--- src/rtl/rtc_pkg.sv ---
package rtc_pkg;
  localparam int unsigned NUM_FIELDS = 8;
  localparam logic [7:0]  CMD_CLR_PRESC = 8'hA4;

  typedef enum logic [2:0] {
    F_HSEC = 3'd0, F_SEC = 3'd1, F_MIN = 3'd2, F_HOUR = 3'd3,
    F_MDAY = 3'd4, F_WDAY = 3'd5, F_MON = 3'd6, F_YEAR = 3'd7
  } field_e;

  // add one to a two-digit packed BCD value
  function automatic logic [7:0] bcd_inc(input logic [7:0] v);
    if (v[3:0] >= 4'd9) return {v[7:4] + 4'd1, 4'd0};
    else                return {v[7:4], v[3:0] + 4'd1};
  endfunction

  // last valid day of a month, both arguments and result in BCD
  function automatic logic [7:0] month_last_day(input logic [7:0] mon,
                                                input logic [7:0] year);
    int yb;
    yb = int'(year[7:4]) * 10 + int'(year[3:0]);
    case (mon)
      8'h02:                      return (yb % 4 == 0) ? 8'h29 : 8'h28;
      8'h04, 8'h06, 8'h09, 8'h11: return 8'h30;
      default:                    return 8'h31;
    endcase
  endfunction
endpackage

--- src/rtl/rtc_prescaler.sv ---
module rtc_prescaler #(
  parameter int unsigned DIV = 328
) (
  input  logic clk,
  input  logic rst,
  input  logic pulse_i,
  input  logic hold_i,
  input  logic clr_i,
  output logic step_o
);
  localparam int unsigned CW = (DIV > 1) ? $clog2(DIV) : 1;
  localparam logic [CW-1:0] LAST = CW'(DIV - 1);

  logic [CW-1:0] cnt_q;
  logic          adv;

  assign adv    = pulse_i & ~hold_i;
  assign step_o = adv & ~clr_i & (cnt_q == LAST);

  always_ff @(posedge clk) begin
    if (rst || clr_i)      cnt_q <= '0;
    else if (adv)          cnt_q <= (cnt_q == LAST) ? '0 : cnt_q + 1'b1;
  end
endmodule

--- src/rtl/rtc_wrap_cnt.sv ---
module rtc_wrap_cnt
  import rtc_pkg::*;
#(
  parameter logic [7:0] MIN_VAL = 8'h00,
  parameter logic [7:0] RST_VAL = 8'h00
) (
  input  logic       clk,
  input  logic       rst,
  input  logic       inc_i,
  input  logic       ld_i,
  input  logic [7:0] ld_val_i,
  input  logic [7:0] top_i,
  output logic [7:0] q_o,
  output logic       carry_o
);
  logic at_top;
  assign at_top  = (q_o >= top_i);
  assign carry_o = inc_i & at_top;

  always_ff @(posedge clk) begin
    if (rst)        q_o <= RST_VAL;
    else if (ld_i)  q_o <= ld_val_i;
    else if (inc_i) q_o <= at_top ? MIN_VAL : bcd_inc(q_o);
  end
endmodule

--- src/rtl/rtc_hour_cnt.sv ---
module rtc_hour_cnt
  import rtc_pkg::*;
(
  input  logic       clk,
  input  logic       rst,
  input  logic       inc_i,
  input  logic       ld_i,
  input  logic [7:0] ld_val_i,
  input  logic       mode_12h_i,
  output logic [7:0] q_o,
  output logic       carry_o
);
  logic       pm;
  logic [4:0] lo;
  logic [7:0] lo_inc;
  logic [7:0] nxt;
  logic       wrap;

  assign pm     = q_o[5];
  assign lo     = q_o[4:0];
  assign lo_inc = bcd_inc({3'b000, lo});

  always_comb begin
    if (mode_12h_i) begin
      wrap = pm && (lo == 5'h11);
      if (lo == 5'h12)      nxt = {2'b00, pm, 5'h01};
      else if (lo == 5'h11) nxt = {2'b00, ~pm, 5'h12};
      else                  nxt = {2'b00, pm, lo_inc[4:0]};
    end else begin
      wrap = (q_o >= 8'h23);
      nxt  = wrap ? 8'h00 : bcd_inc(q_o);
    end
  end

  assign carry_o = inc_i & wrap;

  always_ff @(posedge clk) begin
    if (rst)        q_o <= 8'h00;
    else if (ld_i)  q_o <= ld_val_i;
    else if (inc_i) q_o <= nxt;
  end
endmodule

--- src/rtl/bcd_rtc_core.sv ---
module bcd_rtc_core
  import rtc_pkg::*;
#(
  parameter int unsigned PRESC_DIV = 328
) (
  input  logic       clk,
  input  logic       rst,
  input  logic       osc_pulse_i,
  input  logic       stop_i,
  input  logic       mode_12h_i,
  input  logic       ld_we_i,
  input  logic [2:0] ld_sel_i,
  input  logic [7:0] ld_data_i,
  input  logic       cmd_valid_i,
  input  logic [7:0] cmd_byte_i,
  input  logic       osc_fault_i,
  output logic [7:0] hsec_o,
  output logic [7:0] sec_o,
  output logic [7:0] min_o,
  output logic [7:0] hour_o,
  output logic [7:0] mday_o,
  output logic [7:0] wday_o,
  output logic [7:0] mon_o,
  output logic [7:0] year_o
);
  logic [NUM_FIELDS-1:0] ld_vec;
  logic step, presc_clr;
  logic c_hs, c_s, c_m, c_h, c_d, c_w, c_mo, c_y;
  logic [7:0] sec_q, mday_top;
  logic fault_q;

  for (genvar i = 0; i < NUM_FIELDS; i++) begin : g_ld
    assign ld_vec[i] = ld_we_i & stop_i & (ld_sel_i == 3'(i));
  end

  assign presc_clr = cmd_valid_i && (cmd_byte_i == CMD_CLR_PRESC);

  rtc_prescaler #(.DIV(PRESC_DIV)) u_presc (
    .clk(clk), .rst(rst), .pulse_i(osc_pulse_i), .hold_i(stop_i),
    .clr_i(presc_clr), .step_o(step));

  rtc_wrap_cnt u_hsec (
    .clk(clk), .rst(rst), .inc_i(step), .ld_i(ld_vec[F_HSEC]),
    .ld_val_i(ld_data_i), .top_i(8'h99), .q_o(hsec_o), .carry_o(c_hs));

  rtc_wrap_cnt u_sec (
    .clk(clk), .rst(rst), .inc_i(c_hs), .ld_i(ld_vec[F_SEC]),
    .ld_val_i({1'b0, ld_data_i[6:0]}), .top_i(8'h59), .q_o(sec_q),
    .carry_o(c_s));

  rtc_wrap_cnt u_min (
    .clk(clk), .rst(rst), .inc_i(c_s), .ld_i(ld_vec[F_MIN]),
    .ld_val_i(ld_data_i), .top_i(8'h59), .q_o(min_o), .carry_o(c_m));

  rtc_hour_cnt u_hour (
    .clk(clk), .rst(rst), .inc_i(c_m), .ld_i(ld_vec[F_HOUR]),
    .ld_val_i(ld_data_i), .mode_12h_i(mode_12h_i), .q_o(hour_o),
    .carry_o(c_h));

  assign mday_top = month_last_day(mon_o, year_o);

  rtc_wrap_cnt #(.MIN_VAL(8'h01), .RST_VAL(8'h01)) u_mday (
    .clk(clk), .rst(rst), .inc_i(c_h), .ld_i(ld_vec[F_MDAY]),
    .ld_val_i(ld_data_i), .top_i(mday_top), .q_o(mday_o), .carry_o(c_d));

  rtc_wrap_cnt u_wday (
    .clk(clk), .rst(rst), .inc_i(c_h), .ld_i(ld_vec[F_WDAY]),
    .ld_val_i(ld_data_i), .top_i(8'h06), .q_o(wday_o), .carry_o(c_w));

  rtc_wrap_cnt #(.MIN_VAL(8'h01), .RST_VAL(8'h01)) u_mon (
    .clk(clk), .rst(rst), .inc_i(c_d), .ld_i(ld_vec[F_MON]),
    .ld_val_i(ld_data_i), .top_i(8'h12), .q_o(mon_o), .carry_o(c_mo));

  rtc_wrap_cnt u_year (
    .clk(clk), .rst(rst), .inc_i(c_mo), .ld_i(ld_vec[F_YEAR]),
    .ld_val_i(ld_data_i), .top_i(8'h99), .q_o(year_o), .carry_o(c_y));

  // fault report outranks a clearing write in the same cycle
  always_ff @(posedge clk) begin
    if (rst || osc_fault_i)                      fault_q <= 1'b1;
    else if (ld_vec[F_SEC] && !ld_data_i[7])     fault_q <= 1'b0;
  end

  assign sec_o = {fault_q, sec_q[6:0]};

  // the year carry and day-of-week carry leave the block unused by design
  logic unused_carries;
  assign unused_carries = c_w ^ c_y ^ sec_q[7];
endmodule

--- config.mk ---
export PLATFORM = sky130hd
export DESIGN_NAME = bcd_rtc_core
export DESIGN_NICKNAME = d
export VERILOG_FILES = /design/src/rtl/rtc_pkg.sv /design/src/rtl/rtc_prescaler.sv /design/src/rtl/rtc_wrap_cnt.sv /design/src/rtl/rtc_hour_cnt.sv /design/src/rtl/bcd_rtc_core.sv
export SDC_FILE = /design/constraint.sdc
export NUM_CORES = 1
export LEC_CHECK = 0
export ABC_AREA = 1
export CORE_MARGIN = 2
export CORE_UTILIZATION = 40
export CTS_BUF_LIST = sky130_fd_sc_hd__clkbuf_8
export CTS_CLUSTER_SIZE = 20
export DETAILED_ROUTE_END_ITERATION = 10
export SKIP_CTS_REPAIR_TIMING = 1
export SYNTH_ARGS = -nofsm -noshare
export SYNTH_HDL_FRONTEND = slang
export SYNTH_HIERARCHICAL = 1
export SYNTH_SLANG_ARGS = --single-unit
--- constraint.sdc ---
create_clock -name clk -period 4.1 [get_ports clk]
set_clock_uncertainty 0.2 [all_clocks]
set_input_delay 0.41 -clock clk [delete_from_list [all_inputs] [get_ports clk]]
set_output_delay 0.41 -clock clk [all_outputs]
set_load 0.02 [all_outputs]
# Word-level counts from Yosys, hierarchy flattened
# Cells that the tools add are included.
[word_totals]
elab_cells = 177
in_bits = 27
reg_bits = 74
[op_classes]
n_mul = 1
eq_ne = 19
bitwise_logic = 22
n_addsub = 19
mux = 40
order_cmp = 16
n_reduce_logical = 39
[ops]
columns = ["cell", "count"]
rows = [
  ["$mux W8", 32],
  ["$add A4 B1 Y4 const B", 16],
  ["$ge A4 B4 Y1 const B", 8],
  ["$logic_not A32 Y1", 1],
  ["$reduce_bool A3 Y1", 7],
  ["$and A1 B1 Y1", 18],
  ["$reduce_and A2 Y1", 9],
  ["$reduce_bool A2 Y1", 9],
  ["$eq A8 B3 Y1 const B", 2],
  ["$ge A8 B7 Y1 const B", 2],
  ["$ge A8 B8 Y1 const B", 2],
  ["$mux W7", 2],
  ["$eq A3 B3 Y1 const B", 4],
  ["$eq A5 B5 Y1 const B", 2],
  ["$pmux W5 S2", 1],
  ["$add A9 B1 Y9 const B", 1],
  ["$eq A9 B9 Y1 const B", 1],
  ["$mux W9", 1],
  ["$eq A8 B2 Y1 const B", 1],
  ["$eq A8 B4 Y1 const B", 1],
  ["$eq A8 B5 Y1 const B", 1],
  ["$eq A8 B8 Y1 const B", 1],
  ["$ge A8 B3 Y1 const B", 1],
  ["$ge A8 B5 Y1 const B", 1],
  ["24 further kinds", 32],
]

# Longest topological paths before layout
[depth]
word_depth = 13
depth_mapped = 28
depth_no_buf = 28

# By module
# Netlist, hierarchy kept.
[modules_own_cells]
columns = ["module", "instances", "area_each_um2", "cells_per_inst"]
rows = [
  ["rtc_wrap_cnt (u_hsec ...)", 5, 858.3, 131],
  ["rtc_wrap_cnt (u_mday ...)", 2, 875.8, 133],
  ["rtc_hour_cnt", 1, 668.1, 102],
  ["rtc_prescaler", 1, 525.5, 75],
  ["bcd_rtc_core", 1, 287.8, 59],
]

# Least setup slack after synthesis
# Ideal clock, no wire load.
[synth_path]
path_kind = "register -> register"
start = "register u_hsec.q_o[0]"
end = "register u_year.q_o[2]"
slack_ps = 970
path_stages_with_launch = 29
n_path_buf = 0
period_less_slack_ps = 3130
setup_ps = 70
arrival_time_ps = 2861
cell_sequence = "dfxtp_1 > inv_1 > ha_1 > inv_1 > nand2_1 > nand2_1 > nand2_1 > nand2_1 > nand2_1 > nand2_1 > nand2_1 > nand2_1 > inv_1 > nand2_1 > inv_1 > nand2_1 > inv_1 > o21ai_0 > nor2_1 > nand2_1 > inv_2 > nand2_1 > inv_2 > nor2_2 > inv_2 > o21ai_0 > a21oi_1 > nand4_1 > a21oi_1"
[synth_between]
elab_chain_cells = 8
[synth_lines]
columns = ["element", "line_no", "source"]
rows = [
  ["from (decl)", "rtc_wrap_cnt.sv:13", "output logic [7:0] q_o,"],
  ["from (signal assigned)", "rtc_wrap_cnt.sv:22", "else if (ld_i) q_o <= ld_val_i;"],
  ["from (signal assigned)", "rtc_wrap_cnt.sv:23", "else if (inc_i) q_o <= at_top ? MIN_VAL : bcd_inc(q_o);"],
  ["$ge A8 B8 Y1", "rtc_wrap_cnt.sv:17", "assign at_top = (q_o >= top_i);"],
  ["$and A1 B1 Y1", "rtc_wrap_cnt.sv:18", "assign carry_o = inc_i & at_top;"],
  ["named net c_hs", "bcd_rtc_core.sv:28", "logic c_hs, c_s, c_m, c_h, c_d, c_w, c_mo, c_y;"],
  ["$and A1 B1 Y1", "rtc_wrap_cnt.sv:18", ""],
  ["named net c_s", "bcd_rtc_core.sv:28", ""],
  ["$and A1 B1 Y1", "rtc_wrap_cnt.sv:18", ""],
  ["named net c_m", "bcd_rtc_core.sv:28", ""],
  ["$and A1 B1 Y1", "rtc_hour_cnt.sv:35", "assign carry_o = inc_i & wrap;"],
  ["named net c_h", "bcd_rtc_core.sv:28", ""],
  ["$and A1 B1 Y1", "rtc_wrap_cnt.sv:18", ""],
  ["named net c_d", "bcd_rtc_core.sv:28", ""],
  ["$and A1 B1 Y1", "rtc_wrap_cnt.sv:18", ""],
  ["named net c_mo", "bcd_rtc_core.sv:28", ""],
  ["$reduce_bool A2 Y1 (no source line)", "--", ""],
  ["to (signal assigned)", "rtc_wrap_cnt.sv:22", ""],
  ["to (signal assigned)", "rtc_wrap_cnt.sv:23", ""],
  ["to (decl)", "rtc_wrap_cnt.sv:13", ""],
]
# The timed path passes the listed nets, and every way through them passes these cells.
# A chain may end at the register's enable or synchronous reset.

# Final worst setup path
# Same ends and word-level chain as after synthesis.

==> flow_metrics.env <==
export IMPL_most_common_layout_cells="288 x nand2_1, 190 x inv_1, 143 x nor2_1"
export IMPL_cts_buffers=9
export IMPL_end_kind="flop"
export IMPL_crit_top_cell="nand2_1"
export IMPL_area_growth_pct=21.43
export IMPL_die_area_sq_um=19870
export IMPL_via_per_inst=4.793
export IMPL_p_int_w=0.001182
export IMPL_cap_viol_max_count=0
export IMPL_grt_max_degree=37
export IMPL_totalWireLength_mm=19.24
export IMPL_p_switching_w=0.0004704
export IMPL_crit_path_start_kind="flop"
export IMPL_path_delay_family="simple AND/OR/NAND/NOR gates"
export IMPL_whs_path_depth=2
export IMPL_wl_per_cell_um=12.46
export IMPL_hold_viol=0
export IMPL_syn_area_sq_um=7502
export IMPL_htreeDepth=3
export IMPL_finalCriticalPeriod_ps=3449
export IMPL_power_share_clock_pct=39.5
export IMPL_arrival_ps=3550
export IMPL_final_setup_tns_ps=0
export IMPL_syn_area_per_cell_sq_um=6.518
export IMPL_cp_required_ps=4200
export IMPL_fp_dieW_um=141.0
export IMPL_p_leak_nw=4.695
export IMPL_r2r_cells=28
export IMPL_gp_congestion=0.8734
export IMPL_worstMarginPinSlew_ps=804.7
export IMPL_combPwrFrac_pct=15.6
export IMPL_cts_tree="built"
export IMPL_setup_violations=0
export IMPL_status="finished, final reports clean"
export IMPL_seq_power_share_pct=44.9
export IMPL_drtPass1Iterations=5
export IMPL_ys_warn_count=6
export IMPL_drt_iter0_markers=460
export IMPL_netlist_instances=1151
export IMPL_min_period_over_period_pct=84.12
export IMPL_nets=1422
export IMPL_num_rows=50
export IMPL_mostFrequentLayoutCell="nand2_1"
export IMPL_worstHoldPathType="flop to flop"
export IMPL_max_stage_delay_ps=450
export IMPL_path_max_fanout=9
export IMPL_grt_pass1_vias=6701
export IMPL_fmax_mhz=289.9
export IMPL_power_density_nw_per_um2=181.4
export IMPL_sw_frac_of_total_pct=28.46
export IMPL_clock_path_buffers=2
export IMPL_io_buffers=90
export IMPL_fillers=1940
export IMPL_gr_total_overflow=0
export IMPL_path_clk_slew_ps=90
export IMPL_die_h_um=141.0
export IMPL_layout_drive_gt1_share_pct=9.549
export IMPL_min_from="fault_q"
export IMPL_antenna_found_initial=2
export IMPL_cts_sinks=74
export IMPL_vias=7400
export IMPL_path_class="flop to flop"
export IMPL_r2r_end="u_year/q_o[2]"
export IMPL_route_antenna_remaining_nets=0
export IMPL_ioPinCount=91
export IMPL_cp_slowest_cell="dfxtp_1"
export IMPL_start_util_pct=40.38
export IMPL_drcViolationCount=0
export IMPL_slew_headroom_pct=46.35
export IMPL_clkLatencyLatePin_ps=370
export IMPL_grt_usage_pct=20.22
export IMPL_hpwl_mm=14.37
export IMPL_reg2reg_slack_ps=650
export IMPL_grt_pass1_wl_mm=32.73
export IMPL_post_route_util_pct=49.03
export IMPL_drv_slew=0
export IMPL_peakVddDrop_mv=0.1310
export IMPL_r2r_start="u_hsec/q_o[0]"
export IMPL_grt_setup_unrepaired="false"
export IMPL_coreArea_sq_um=18580
export IMPL_crit_buf_inv=8
export IMPL_cts_root_buf="clkbuf_8"
export IMPL_min_to="fault_q"
[layout make-up]
cell class	count	area (sq um)	area share, %
Sequential cell	74	1481	16.26
Clock buffer	10	137.6	1.511
Inverter	205	769.5	8.447
Timing Repair Buffer	99	963.4	10.58
Multi-Input combinational cell	915	5380	59.06
Tap cell	234	292.8	3.214
Antenna cell	1	2.502	0.02747
Clock inverter	6	82.58	0.9065
[tightest hold or removal path: stages, from the launching register on]
cell and delay, ps:
dfxtp_1 330, o21ai_1 70, nand2_1 50
[registers in the layout, summed over array words and instances, names as in the netlist]
signal and count:
u_year/q_o 8, u_presc/cnt_q 9, u_hsec/q_o 8, fault_q 1, u_mon/q_o 8, u_wday/q_o 8
u_sec/q_o 8, u_hour/q_o 8, u_min/q_o 8, u_mday/q_o 8
[per-layer routing]
layer / up-vias / GRT usage, % / share of wire (%)
li1: 3948 / - / -
met1: 3306 / 28.46 / 50
met2: 124 / 31.76 / 44
met3: 22 / 2.989 / 3.8
met4: 0 / 6.684 / 2.1
met5: - / 0 / 0
[worst max path at each step]
stage | slack, ps | depth (start not counted) | to | from
6_report | 650 | 28 | u_year/q_o[2] | u_hsec/q_o[0]
5_1_grt | 200 | 28 | u_year/q_o[2] | u_hsec/q_o[0]
4_1_cts | 630 | 28 | u_year/q_o[2] | u_hsec/q_o[0]
3_5_place_dp | 440 | 23 | u_year/q_o[2] | osc_pulse_i
3_3_place_gp | 550 | 23 | u_year/q_o[2] | osc_pulse_i
2_1_floorplan | 1020 | 28 | u_year/q_o[2] | u_hsec/q_o[0]
[power by group through the flow]
stage	clock network (W)	logic, W	registers (W)
floorplan	0	0.000152	0.000763
global route	0.000712	0.000297	0.000744
CTS	0.000679	0.000258	0.000742
global placement	0	0.000255	0.000759
detailed placement	0	0.000256	0.000759
finish	0.000653	0.000258	0.000742
[through the flow]
stage | hold WS (ps) | std cells | instance area [sq um] | setup slack, ps | total power [W]
2_1_floorplan | 224.2 | 1203 | 7697 | 1022 | 0.0009151
3_3_place_gp | 271.8 | 1527 | 8887 | 546.6 | 0.001014
3_5_place_dp | 278.1 | 1527 | 8887 | 436.9 | 0.001015
4_1_cts | 291.8 | 1543 | 9107 | 632.0 | 0.001679
5_1_grt | 299.1 | 1544 | 9110 | 201.4 | 0.001753
6_report | 292.8 | 1544 | 9110 | 651.0 | 0.001653
Note: power is estimated with default switching activity, not from simulation.
